File: src/rtl/fzc_pkg.sv
package fzc_pkg;

  typedef enum logic [2:0] {
    CMP_GE = 3'd0,
    CMP_GT = 3'd1,
    CMP_LT = 3'd2,
    CMP_LE = 3'd3,
    CMP_EQ = 3'd4,
    CMP_NE = 3'd5
  } cmpCond_e;

  // strobes from control to datapath
  typedef struct packed {
    logic     fire;     // a request is accepted this cycle
    logic     bad;      // encoding is outside the group
    cmpCond_e cond;     // decoded relation
    logic [2:0] sizeSel; // one-hot: [0]=16b, [1]=32b, [2]=64b
  } cmpCtrl_t;

  localparam int unsigned NUM_SIZES = 3;

  function automatic int unsigned expBits(input int unsigned width);
    case (width)
      16:      expBits = 5;
      32:      expBits = 8;
      default: expBits = 11;
    endcase
  endfunction

endpackage

File: src/rtl/fzc_ctrl.sv
module fzc_ctrl
  import fzc_pkg::*;
(
  input  logic       inValid,
  input  logic [1:0] opSel,
  input  logic       lowBit,
  input  logic [1:0] sizeCode,
  output cmpCtrl_t   ctrl
);

  logic     condBad;
  cmpCond_e condDec;

  always_comb begin
    condBad = 1'b0;
    condDec = CMP_GE;
    case ({opSel, lowBit})
      3'b000: condDec = CMP_GE;
      3'b001: condDec = CMP_GT;
      3'b010: condDec = CMP_LT;
      3'b011: condDec = CMP_LE;
      3'b100: condDec = CMP_EQ;
      3'b110: condDec = CMP_NE;
      default: condBad = 1'b1;
    endcase
  end

  always_comb begin
    ctrl.fire    = inValid;
    ctrl.cond    = condDec;
    ctrl.sizeSel = 3'b000;
    case (sizeCode)
      2'd1:    ctrl.sizeSel = 3'b001;
      2'd2:    ctrl.sizeSel = 3'b010;
      2'd3:    ctrl.sizeSel = 3'b100;
      default: ctrl.sizeSel = 3'b000;
    endcase
    ctrl.bad = condBad | (sizeCode == 2'd0);
  end

endmodule

File: src/rtl/fzc_lane.sv
module fzc_lane
  import fzc_pkg::*;
#(
  parameter int unsigned EW = 32,
  parameter int unsigned XW = 8
) (
  input  logic [EW-1:0] elem,
  input  cmpCond_e      cond,
  input  logic          active,
  output logic          hit,
  output logic          raiseInv
);

  localparam int unsigned MW = EW - 1 - XW;

  logic          signBit;
  logic [XW-1:0] expo;
  logic [MW-1:0] frac;
  logic isNan, isSnan, isZero, posVal, negVal, outcome, ordered;

  assign signBit = elem[EW-1];
  assign expo    = elem[EW-2 -: XW];
  assign frac    = elem[MW-1:0];

  assign isNan  = (&expo) & (|frac);
  assign isSnan = isNan & ~frac[MW-1];
  assign isZero = ~(|expo) & ~(|frac);
  assign posVal = ~isNan & ~isZero & ~signBit;
  assign negVal = ~isNan & ~isZero & signBit;

  always_comb begin
    outcome = 1'b0;
    ordered = 1'b1;
    case (cond)
      CMP_GE: outcome = posVal | (isZero & ~isNan);
      CMP_GT: outcome = posVal;
      CMP_LT: outcome = negVal;
      CMP_LE: outcome = negVal | (isZero & ~isNan);
      CMP_EQ: begin outcome = isZero; ordered = 1'b0; end
      CMP_NE: begin outcome = ~isZero; ordered = 1'b0; end
      default: outcome = 1'b0;
    endcase
  end

  assign hit      = active & outcome;
  assign raiseInv = active & (ordered ? isNan : isSnan);

endmodule

File: src/rtl/fzc_datapath.sv
module fzc_datapath
  import fzc_pkg::*;
#(
  parameter int unsigned VLEN = 256
) (
  input  logic              clk,
  input  logic              rstN,
  input  cmpCtrl_t          ctrl,
  input  logic [VLEN-1:0]   srcVec,
  input  logic [VLEN/8-1:0] govPred,
  output logic              outValid,
  output logic [VLEN/8-1:0] resPred,
  output logic              invalidFlag,
  output logic              invalidFlagHalf,
  output logic              illegal
);

  localparam int unsigned NB = VLEN / 8;

  logic [NUM_SIZES-1:0][NB-1:0] resAll;
  logic [NUM_SIZES-1:0]         invAll;

  for (genvar g = 0; g < NUM_SIZES; g++) begin : g_size
    localparam int unsigned W   = 16 << g;
    localparam int unsigned NE  = VLEN / W;
    localparam int unsigned BPE = W / 8;
    logic [NE-1:0] hits, invs;

    for (genvar e = 0; e < NE; e++) begin : g_elem
      fzc_lane #(.EW(W), .XW(expBits(W))) i_lane (
        .elem     (srcVec[e*W +: W]),
        .cond     (ctrl.cond),
        .active   (govPred[e*BPE]),
        .hit      (hits[e]),
        .raiseInv (invs[e])
      );
      assign resAll[g][e*BPE +: BPE] = {{(BPE-1){1'b0}}, hits[e]};
    end
    assign invAll[g] = |invs;
  end

  logic [NB-1:0] selRes;
  logic          selInv;

  always_comb begin
    selRes = '0;
    selInv = 1'b0;
    for (int s = 0; s < NUM_SIZES; s++) begin
      if (ctrl.sizeSel[s]) begin
        selRes = resAll[s];
        selInv = invAll[s];
      end
    end
  end

  logic goodReq;
  assign goodReq = ctrl.fire & ~ctrl.bad;

  always_ff @(posedge clk or negedge rstN) begin
    if (!rstN) begin
      outValid        <= 1'b0;
      resPred         <= '0;
      invalidFlag     <= 1'b0;
      invalidFlagHalf <= 1'b0;
      illegal         <= 1'b0;
    end else begin
      outValid        <= ctrl.fire;
      illegal         <= ctrl.fire & ctrl.bad;
      resPred         <= goodReq ? selRes : '0;
      invalidFlag     <= goodReq & selInv & ~ctrl.sizeSel[0];
      invalidFlagHalf <= goodReq & selInv & ctrl.sizeSel[0];
    end
  end

endmodule

File: src/rtl/fp_zero_compare.sv
module fp_zero_compare
  import fzc_pkg::*;
#(
  parameter int unsigned VLEN = 256
) (
  input  logic              clk,
  input  logic              rstN,
  input  logic              inValid,
  input  logic [1:0]        opSel,
  input  logic              lowBit,
  input  logic [1:0]        sizeCode,
  input  logic [VLEN-1:0]   srcVec,
  input  logic [VLEN/8-1:0] govPred,
  output logic              outValid,
  output logic [VLEN/8-1:0] resPred,
  output logic              invalidFlag,
  output logic              invalidFlagHalf,
  output logic              illegal
);

  cmpCtrl_t ctrl;

  fzc_ctrl i_ctrl (
    .inValid  (inValid),
    .opSel    (opSel),
    .lowBit   (lowBit),
    .sizeCode (sizeCode),
    .ctrl     (ctrl)
  );

  fzc_datapath #(.VLEN(VLEN)) i_dp (
    .clk             (clk),
    .rstN            (rstN),
    .ctrl            (ctrl),
    .srcVec          (srcVec),
    .govPred         (govPred),
    .outValid        (outValid),
    .resPred         (resPred),
    .invalidFlag     (invalidFlag),
    .invalidFlagHalf (invalidFlagHalf),
    .illegal         (illegal)
  );

endmodule

File: config.mk
export PLATFORM = sky130hd
export DESIGN_NAME = fp_zero_compare
export DESIGN_NICKNAME = d
export VERILOG_FILES = /design/src/rtl/fzc_pkg.sv /design/src/rtl/fzc_ctrl.sv /design/src/rtl/fzc_lane.sv /design/src/rtl/fzc_datapath.sv /design/src/rtl/fp_zero_compare.sv
export SDC_FILE = /design/constraint.sdc
export NUM_CORES = 1
export LEC_CHECK = 0
export ABC_AREA = 1
export CORE_AREA = 2 2 129 131
export DETAILED_ROUTE_END_ITERATION = 7
export DIE_AREA = 0 0 131 133
export DONT_BUFFER_PORTS = 1
export SYNTH_ARGS = -nofsm -noshare
export SYNTH_HDL_FRONTEND = slang
export SYNTH_SLANG_ARGS = --single-unit
File: constraint.sdc
create_clock -name clk -period 0.8 [get_ports clk]
set_input_delay 0.04 -clock clk [delete_from_list [all_inputs] [get_ports clk]]
set_output_delay 0.04 -clock clk [all_outputs]
set_load 0.03 [all_outputs]
==> out/metrics.yaml <==
status: "finished, violations left"
violations: "setup timing"
track_usage_pct: 21.2
cp.arrival_ns: 1.22
ys_warn_count: 0
use_met1_pct: 25.0
cts_max_path_buffers: 2
gr-usage-met2_pct: 40.2
nets: 1241
synth-main-ff-cell: "dfrtp_1"
design_area_um2: 6610
cp-start-kind: "primary input"
portBuffers: 0
viasPerCell: 4.90
num_rows: 47
crit_path_frequent_cell: "nand2_1"
htreeDepth: 1
avgSynthCellArea_um2: 4.93
first_global_vias: 5431
p_leak_nw: 2.70
hp-class: "in -> reg"
ant_nets: 0
num_vias: 5696
post-route-period-util_pct: 132
place_hpwl_um: 16000
place_congestion: 0.861
die_height_um: 133
crit_type: "in -> reg"
fin_ws_ns: -0.259
finalPower_mw: 4.25
synth_edf_count: 0
area_growth_pct: 67.7
path_cells: "nor2_1 > nand2_1 > nor2_4 > buf_6 > nand3_1 > nand3b_1 > nand2_2 > nor2_2 > nand2_1 > nand2_1 > nand2_1 > nand2_1 > nor2_1"
grt_max_degree: 21
cap_viol_max_count: 0
crit_path_max_fanout: 2
syn_area_um2: 3940
fmax_mhz: 944
cp.required_ns: 0.96
numCtsBuffers: 3
met3_usage_pct: 4.04
slowest_stage: "nor2_4"
grt_overflow: 0
wl_um: 20200
root_buffer: "clkbuf_16"
synth-seq-cells: 20
rsz0062_at_grt: "true"
crit_family: "simple AND/OR/NAND/NOR gates"
grt_pass1_wl_um: 28000
initial_utilization_pct: 24.4
busiest_layer: "met2"
cp-end-kind: "flop"
drtIter0Drc: 263
ios: 332
crit_buf_inv: 1
synthCells: 799
synth.distinct_cells: 33
antenna_found_initial: 0
yosysSeqAreaShare_pct: 12.7
slowest_delay_ns: 0.15
worst_ir_drop_vdd_mv: 0.762
wl_per_cell_um: 17.4
postLayoutCoreUtil_pct: 40.9
cts_sinks: 20
finalHoldViolations: 0
dieWidth_um: 131
drive_gt1_share_pct: 40.1
drt_pass1_iterations: 4
drv_slew: 0
clk_pin_slew_ns: 0.07
async_reset_ff_share_pct: 100
powerDensity_nw_per_um2: 643
fin_crit_ns: 1.06
antenna_cells: 0
setup_viol: 23
drcViolationCount: 0
core-area_um2: 16200
dieArea_um2: 17400
cts_tree: "built"
place_area_um2: 5200
[per-stage QoR]
stage | setup TNS [ns] | instances | hold slack (ns) | setup slack (ns)
after floorplan | -2.53 | 814 | -0.256 | -0.313
final | -1.55 | 1163 | 0.0108 | -0.259
after global routing | -3.03 | 1163 | 0.0297 | -0.380
after global placement | -8.26 | 1126 | -0.255 | -0.637
after detailed placement | -8.50 | 1126 | -0.255 | -0.636
after CTS | -1.76 | 1158 | -0.00738 | -0.266
[timing repair]
action                                  in CTS  in global routing
pin swaps                                   26                 95
hold endpoints to repair                    38                  0
setup buffers                                8                  6
endpoints found under the setup margin      37                 29
resized for setup                           94                214
hold buffers                                21                  0
cloned                                       1                  0
[Yosys cell counts, types with 3 or more instances]
cell | n | area, µm²
nand2_1 | 227 | 852
o21ai_1 | 3 | 15.0
buf_2 | 7 | 35.0
nor2_1 | 208 | 781
a311oi_1 | 4 | 35.0
nand3b_1 | 13 | 97.6
nand4_1 | 13 | 81.3
nor3_1 | 21 | 105
dfrtp_1 | 20 | 500
a21boi_0 | 3 | 22.5
a31oi_1 | 3 | 18.8
buf_4 | 16 | 120
o21ai_0 | 30 | 150
a21oi_1 | 34 | 170
inv_1 | 89 | 334
o31ai_1 | 4 | 30.0
o211ai_1 | 10 | 75.1
nand3_1 | 75 | 375
[cell usage in the layout, fill, tap and decap left out, drive strengths merged]
master       instances
nor3                21
a21o                 1
o211ai              10
nand3b              13
buf                129
o2111a               1
dfrtp               20
clkinv               3
o21ai               33
o21bai               1
o31ai                4
dlygate4sd3         20
and3b                1
clkbuf               3
nand4               13
a21oi               34
nand2              229
a311oi               4
a22oi                1
inv                 89
nand3               76
nor2               211
a21boi               3
nor4                 1
conb                16
a31oi                3
and2                 2
o311ai               1
[final timing paths]
path	from	to	slack (ns)	depth (start not counted)
max	srcVec[101]	i_dp.invalidFlagHalf$_DFF_PN0_	-0.26	13
min	srcVec[223]	i_dp.resPred[26]$_DFF_PN0_	0.01	3
max in group asynchronous	rstN	i_dp.resPred[24]$_DFF_PN0_	0.36	2
min in group asynchronous	rstN	i_dp.resPred[2]$_DFF_PN0_	0.27	2
[metal layers]
layer / vias to the layer above / part of all wire [%] / wire [µm]
li1: 2835 / - / -
met1: 2604 / 39 / 7790
met2: 247 / 53 / 10700
met3: 10 / 7.5 / 1510
met4: 0 / 0.82 / 165
met5: - / 0 / 0
[sequential cells by signal, indices dropped and copies added (netlist names)]
register,count
i_dp.outValid,1
i_dp.invalidFlagHalf,1
i_dp.resPred,16
i_dp.invalidFlag,1
i_dp.illegal,1
[where the power goes]
group,switching (mW),internal (mW)
sequential,0.0606,1.04
combinational,1.08,0.949
clock,0.468,0.664
total,1.60,2.65
[logic make-up (layout without fill, tap and decap cells)]
group	after synthesis	in the layout	share of synthesized area, %
AOI/OAI and AO/OA	96	96	14.2
other	1	16	0.0951
buffers and inverters	115	244	12.9
and+or+nand+nor	567	567	60.1
DFF	20	20	12.7
[layout make-up]
| cell class | instances | area [µm²] |
|---|---|---|
| multi-input combinational | 679 | 4000 |
| tap | 220 | 275 |
| sequential | 20 | 513 |
| fill | 1710 | 9560 |
| inverter | 91 | 444 |
| clock buffer | 3 | 75.1 |
| timing repair buffer | 149 | 1290 |
| timing repair inverter | 1 | 11.3 |
Note: power is estimated with default switching activity, not from simulation.
